==> src/rtl/ledr_ser_pkg.sv <==
package ledr_ser_pkg;

  typedef enum logic [1:0] {
    TX_IDLE = 2'd0,
    TX_SEND = 2'd1,
    TX_WAIT = 2'd2
  } tx_state_e;

endpackage

==> src/rtl/ledr_subshift.sv <==
module ledr_subshift #(
  parameter int DEPTH = 4
) (
  input  logic             clk,
  input  logic             rst_n,
  input  logic             load,
  input  logic [DEPTH-1:0] load_bits,
  input  logic             shift,
  output logic             head
);

  logic [DEPTH-1:0] data_q;
  logic [DEPTH-1:0] data_d;

  always_comb begin
    data_d = data_q;
    if (load) begin
      data_d = load_bits;
    end else if (shift) begin
      data_d = {1'b0, data_q[DEPTH-1:1]};
    end
  end

  always_ff @(posedge clk or negedge rst_n) begin
    if (!rst_n) begin
      data_q <= '0;
    end else if (load || shift) begin
      data_q <= data_d;
    end
  end

  assign head = data_q[0];


  lane_hold_chk: assert property (@(posedge clk) disable iff (!rst_n)
    (!load && !shift) |=> $stable(data_q));

endmodule

==> src/rtl/ledr_rr_select.sv <==
module ledr_rr_select #(
  parameter int LANES = 4
) (
  input  logic             clk,
  input  logic             rst_n,
  input  logic             clear,
  input  logic             advance,
  output logic [LANES-1:0] sel
);

  localparam logic [LANES-1:0] FIRST = LANES'(1);

  logic [LANES-1:0] sel_q;
  logic [LANES-1:0] sel_d;

  generate
    if (LANES == 1) begin : g_single
      always_comb sel_d = FIRST;
    end else begin : g_multi
      always_comb begin
        sel_d = sel_q;
        if (clear) begin
          sel_d = FIRST;
        end else if (advance) begin
          sel_d = {sel_q[LANES-2:0], sel_q[LANES-1]};
        end
      end
    end
  endgenerate

  always_ff @(posedge clk or negedge rst_n) begin
    if (!rst_n) begin
      sel_q <= FIRST;
    end else if (clear || advance) begin
      sel_q <= sel_d;
    end
  end

  assign sel = sel_q;


  pick_onehot_chk: assert property (@(posedge clk) disable iff (!rst_n)
    $countones(sel_q) == 1);

endmodule

==> src/rtl/ledr_tx_stage.sv <==
module ledr_tx_stage (
  input  logic clk,
  input  logic rst_n,
  input  logic emit,
  input  logic bit_in,
  output logic value_q,
  output logic toggle_q
);

  logic value_d;
  logic toggle_d;

  always_comb begin
    value_d  = value_q;
    toggle_d = toggle_q;
    if (emit) begin
      value_d  = bit_in;
      toggle_d = (bit_in == value_q) ? ~toggle_q : toggle_q;
    end
  end

  always_ff @(posedge clk or negedge rst_n) begin
    if (!rst_n) begin
      value_q  <= 1'b0;
      toggle_q <= 1'b0;
    end else if (emit) begin
      value_q  <= value_d;
      toggle_q <= toggle_d;
    end
  end


  one_edge_chk: assert property (@(posedge clk) disable iff (!rst_n)
    emit |=> ($countones({value_q, toggle_q} ^ {$past(value_q), $past(toggle_q)}) == 1));


  quiet_link_chk: assert property (@(posedge clk) disable iff (!rst_n)
    !emit |=> ($stable(value_q) && $stable(toggle_q)));

endmodule

==> src/rtl/ledr_lane_serializer.sv <==
module ledr_lane_serializer
  import ledr_ser_pkg::*;
#(
  parameter int WIDTH = 16,
  parameter int LANES = 4
) (
  input  logic             clk,
  input  logic             rst_n,
  input  logic             in_valid,
  output logic             in_ready,
  input  logic [WIDTH-1:0] in_word,
  input  logic             word_ack,
  output logic             link_value,
  output logic             link_toggle
);

  localparam int DEPTH = WIDTH / LANES;
  localparam int CW    = (WIDTH > 1) ? $clog2(WIDTH) : 1;
  localparam logic [CW-1:0] LAST_BIT = CW'(WIDTH - 1);

  tx_state_e st_q, st_d;
  logic [CW-1:0] cnt_q, cnt_d;

  logic                         take;
  logic                         emit;
  logic [LANES-1:0]             sel;
  logic [LANES-1:0]             heads;
  logic [LANES-1:0]             lane_shift;
  logic [LANES-1:0][DEPTH-1:0]  lane_bits;
  logic                         cur_bit;

  assign take     = in_valid && (st_q == TX_IDLE);
  assign emit     = (st_q == TX_SEND);
  assign in_ready = (st_q == TX_IDLE);

  // Next-state logic
  always_comb begin
    st_d  = st_q;
    cnt_d = cnt_q;
    case (st_q)
      TX_IDLE: begin
        if (in_valid) begin
          st_d  = TX_SEND;
          cnt_d = '0;
        end
      end
      TX_SEND: begin
        cnt_d = cnt_q + CW'(1);
        if (cnt_q == LAST_BIT) begin
          st_d  = TX_WAIT;
          cnt_d = '0;
        end
      end
      TX_WAIT: begin
        if (word_ack) st_d = TX_IDLE;
      end
      default: st_d = TX_IDLE;
    endcase
  end

  always_ff @(posedge clk or negedge rst_n) begin
    if (!rst_n) begin
      st_q  <= TX_IDLE;
      cnt_q <= '0;
    end else begin
      st_q  <= st_d;
      cnt_q <= cnt_d;
    end
  end

  // Lane split: bit i goes to lane i mod LANES, slot i / LANES
  generate
    for (genvar j = 0; j < LANES; j++) begin : g_lane
      for (genvar d = 0; d < DEPTH; d++) begin : g_slot
        assign lane_bits[j][d] = in_word[d*LANES + j];
      end
      assign lane_shift[j] = emit && sel[j];

      ledr_subshift #(.DEPTH(DEPTH)) i_lane (
        .clk       (clk),
        .rst_n     (rst_n),
        .load      (take),
        .load_bits (lane_bits[j]),
        .shift     (lane_shift[j]),
        .head      (heads[j])
      );
    end
  endgenerate

  ledr_rr_select #(.LANES(LANES)) i_pick (
    .clk     (clk),
    .rst_n   (rst_n),
    .clear   (take),
    .advance (emit),
    .sel     (sel)
  );

  assign cur_bit = |(heads & sel);

  ledr_tx_stage i_out (
    .clk      (clk),
    .rst_n    (rst_n),
    .emit     (emit),
    .bit_in   (cur_bit),
    .value_q  (link_value),
    .toggle_q (link_toggle)
  );


  take_drops_ready_chk: assert property (@(posedge clk) disable iff (!rst_n)
    take |=> !in_ready);


  wait_holds_ready_chk: assert property (@(posedge clk) disable iff (!rst_n)
    (st_q == TX_WAIT && !word_ack) |=> !in_ready);


  early_ack_chk: assert property (@(posedge clk) disable iff (!rst_n)
    (st_q == TX_SEND && cnt_q != LAST_BIT) |=> !in_ready);


  one_lane_moves_chk: assert property (@(posedge clk) disable iff (!rst_n)
    $countones(lane_shift) <= 1);

endmodule

==> config.mk <==
export PLATFORM = sky130hd
export DESIGN_NAME = ledr_lane_serializer
export DESIGN_NICKNAME = d
export VERILOG_FILES = /design/src/rtl/ledr_ser_pkg.sv /design/src/rtl/ledr_subshift.sv /design/src/rtl/ledr_rr_select.sv /design/src/rtl/ledr_tx_stage.sv /design/src/rtl/ledr_lane_serializer.sv
export SDC_FILE = /design/constraint.sdc
export NUM_CORES = 1
export LEC_CHECK = 0
export ABC_AREA = 0
export CORE_ASPECT_RATIO = 1.2
export CORE_UTILIZATION = 28
export DETAILED_ROUTE_END_ITERATION = 10
export GPL_ROUTABILITY_DRIVEN = 0
export RECOVER_POWER = 25
export SYNTH_ARGS = -nofsm -noshare
export SYNTH_HDL_FRONTEND = slang
export SYNTH_SLANG_ARGS = --single-unit
==> constraint.sdc <==
create_clock -name clk -period 1.7 [get_ports clk]
set_input_delay 0.34 -clock clk [delete_from_list [all_inputs] [get_ports clk]]
set_output_delay 0.34 -clock clk [all_outputs]
set_load 0.05 [all_outputs]
==> flow_summary.toml <==
[pwr]
power_leakage_nw = 0.763
finalPower_mw = 2.77
power_density_mw_per_mm2 = 1710
ir_worst_vdd_mv = 0.444

[finish]
area_growth_pct = 28.3
finalInstanceArea_mm2 = 0.00162
diodes = 0
fin_cells = 213
drive_gt1_frac = 0.102
num-nets-final = 179

[logic_synthesis]
yosysWarnings = 0
yosysTopAreaCell = "dfrtp_1"
synth_nets = 152
ys_seq_area_frac = 0.555
async_flop_share = 1.00
synth_top_area_frac = 0.535
synthTopCellsByArea = "dfrtp_1, nand2_1, mux2i_1"
synth_edf_count = 0
ys_types = 25
synth_area_per_cell_um2 = 9.65
netlist_area_mm2 = 0.00126
synthCells = 131
synth_ff_type = "dfrtp_1"
synth-seq-cells = 28

[setup_path]
end_kind = "primary output"
required_ns = 1.36
cp_max_fo = 8
crit_type = "reg -> out"
worstPathArrival_ns = 1.14
cp-start-kind = "flop"
reg2reg_slack_ns = 0.26

[timing]
slew_headroom = 0.538
slew_viol_final = 0
post-route-period-util = 0.872
max_freq_mhz = 674
grt_setup_unrepaired = "false"
tightest_slew_ns = 0.693
min_period_ns = 1.48
skew_ns = 0.00307
final_hold_viol_count = 0
setup_violations = 0
whs_ns = 0.477
fin_tns_setup_ns = 0

[clock_network]
clockBufferDepth = 2
post_cts_buffers = 0
cts_tree = "built"
numCtsBuffers = 3
cts_resized = 0
path_clk_slew_ns = 0.09
postCtsHoldBufs = 0
cts.sinks = 28
root_buffer = "clkbuf_8"
insertion_delay_ns = 0.27
htreeDepth = 1

[detailed_routing]
avgRoutedWirePerCell_um = 11.6
route.met3.wl_um = 116
drt_iter0_drc = 63
top_layer = "met4"
ant_nets = 0
met2WireLength_um = 1180
via_per_inst = 4.58
routed_wl_um = 2470
drc = 0
num_vias = 975
m1WireLength_um = 1150
drt_first_pass_iters = 2

[place]
hpwl_um = 1850
place_area_mm2 = 0.00157
placedCellCount = 209
portBuffers = 22

[run]
drv_cap = 0

[grt]
grt_overflow_total = 0
grt_start_max_net_pins = 29
grt_first_pass_wirelength_um = 4310
antenna_found_initial = 0
track_usage = 0.115
grt_pass1_vias = 959

[die]
die_area_mm2 = 0.00479
rows = 26
pin_count = 23
die_w_um = 63.3
coreArea_mm2 = 0.00429
die_h_um = 75.6
start_util = 0.294

[min_path]
hold_class = "reg -> reg"

[outcome]
status = "completed"
[cells in the mapped netlist, drive strengths merged, types with 2 or more instances]
master	n
xor2	2
nand3	4
mux2i	10
dfrtp	27
a31oi	3
buf	4
nor2	8
a22o	2
nand2	41
o21ai	18
[worst max-delay path: stages (launching register included)]
cell and delay, ns:
dfrtp_1 0.49, nor2_2 0.22, buf_12 0.16
[logic make-up (layout without fill, tap and decap cells)]
family / count (synthesis) / count (layout) / share of synthesized area
AO/OA/AOI/OAI: 26 / 26 / 0.116
buffers and inverters: 5 / 31 / 0.0238
adder cells (fa/ha/maj): 1 / 1 / 0.00990
multiplexers: 10 / 10 / 0.0792
XOR/XNOR: 2 / 2 / 0.0139
AND/OR/NAND/NOR: 59 / 59 / 0.202
flip-flops: 28 / 28 / 0.555
[where the power goes]
part           internal, mW  total (mW)  switching (mW)
Clock                 0.207       0.403           0.196
Combinational         0.522        1.19           0.669
Sequential            0.973        1.18           0.207
[state kept, by name (all words and copies together), names as in the netlist]
register              count
cnt_q                     4
g_lane.i_lane.data_q     16
i_pick.sel                4
st_q                      2
i_out.toggle_q            1
i_out.value_q             1
[final cells by class]
type,instances,area [um2]
tap,56,70.1
fill,469,2670
clock buffer,4,55.1
multi-input combinational,98,534
sequential,28,702
timing repair buffer,27,260
[final timing paths]
check / start / endpoint / depth (start not counted)
min: i_out.toggle_q / i_out.toggle_q / 1
max: st_q[1] / in_ready / 2
min in group asynchronous: rst_n / i_out.toggle_q / 2
max in group asynchronous: rst_n / g_lane[3].i_lane.data_q[3] / 2
min reg2reg: i_out.toggle_q / i_out.toggle_q / 1
max reg2reg: st_q[0] / g_lane[2].i_lane.data_q[1] / 5
[through the flow]
step	utilization	worst slack (ns)
2_1_floorplan	-	0.161
3_5_place_dp	0.365	0.0681
4_1_cts	0.378	0.203
3_3_place_gp	0.365	0.127
5_1_grt	0.378	0.0990
6_report	0.378	0.217
[cells in the final DEF, fill, tap and decap left out, types with 2 or more instances in the layout]
cell and n:
nor2_1 7, clkdlybuf4s50_1 18, dfrtp_1 27, clkbuf_8 4
a22o_1 2, o21ai_0 17, buf_4 6, mux2i_1 10
nand3_1 4, nand2_1 40, a31oi_1 3, xor2_1 2
[layer usage]
layer | vias to the layer above | global-route usage
li1 | 495 | -
met1 | 456 | 0.138
met2 | 20 | 0.207
met3 | 4 | 0.0225
met4 | 0 | 0.0455
met5 | - | 0
No activity file was read; power rests on OpenSTA's default activity.
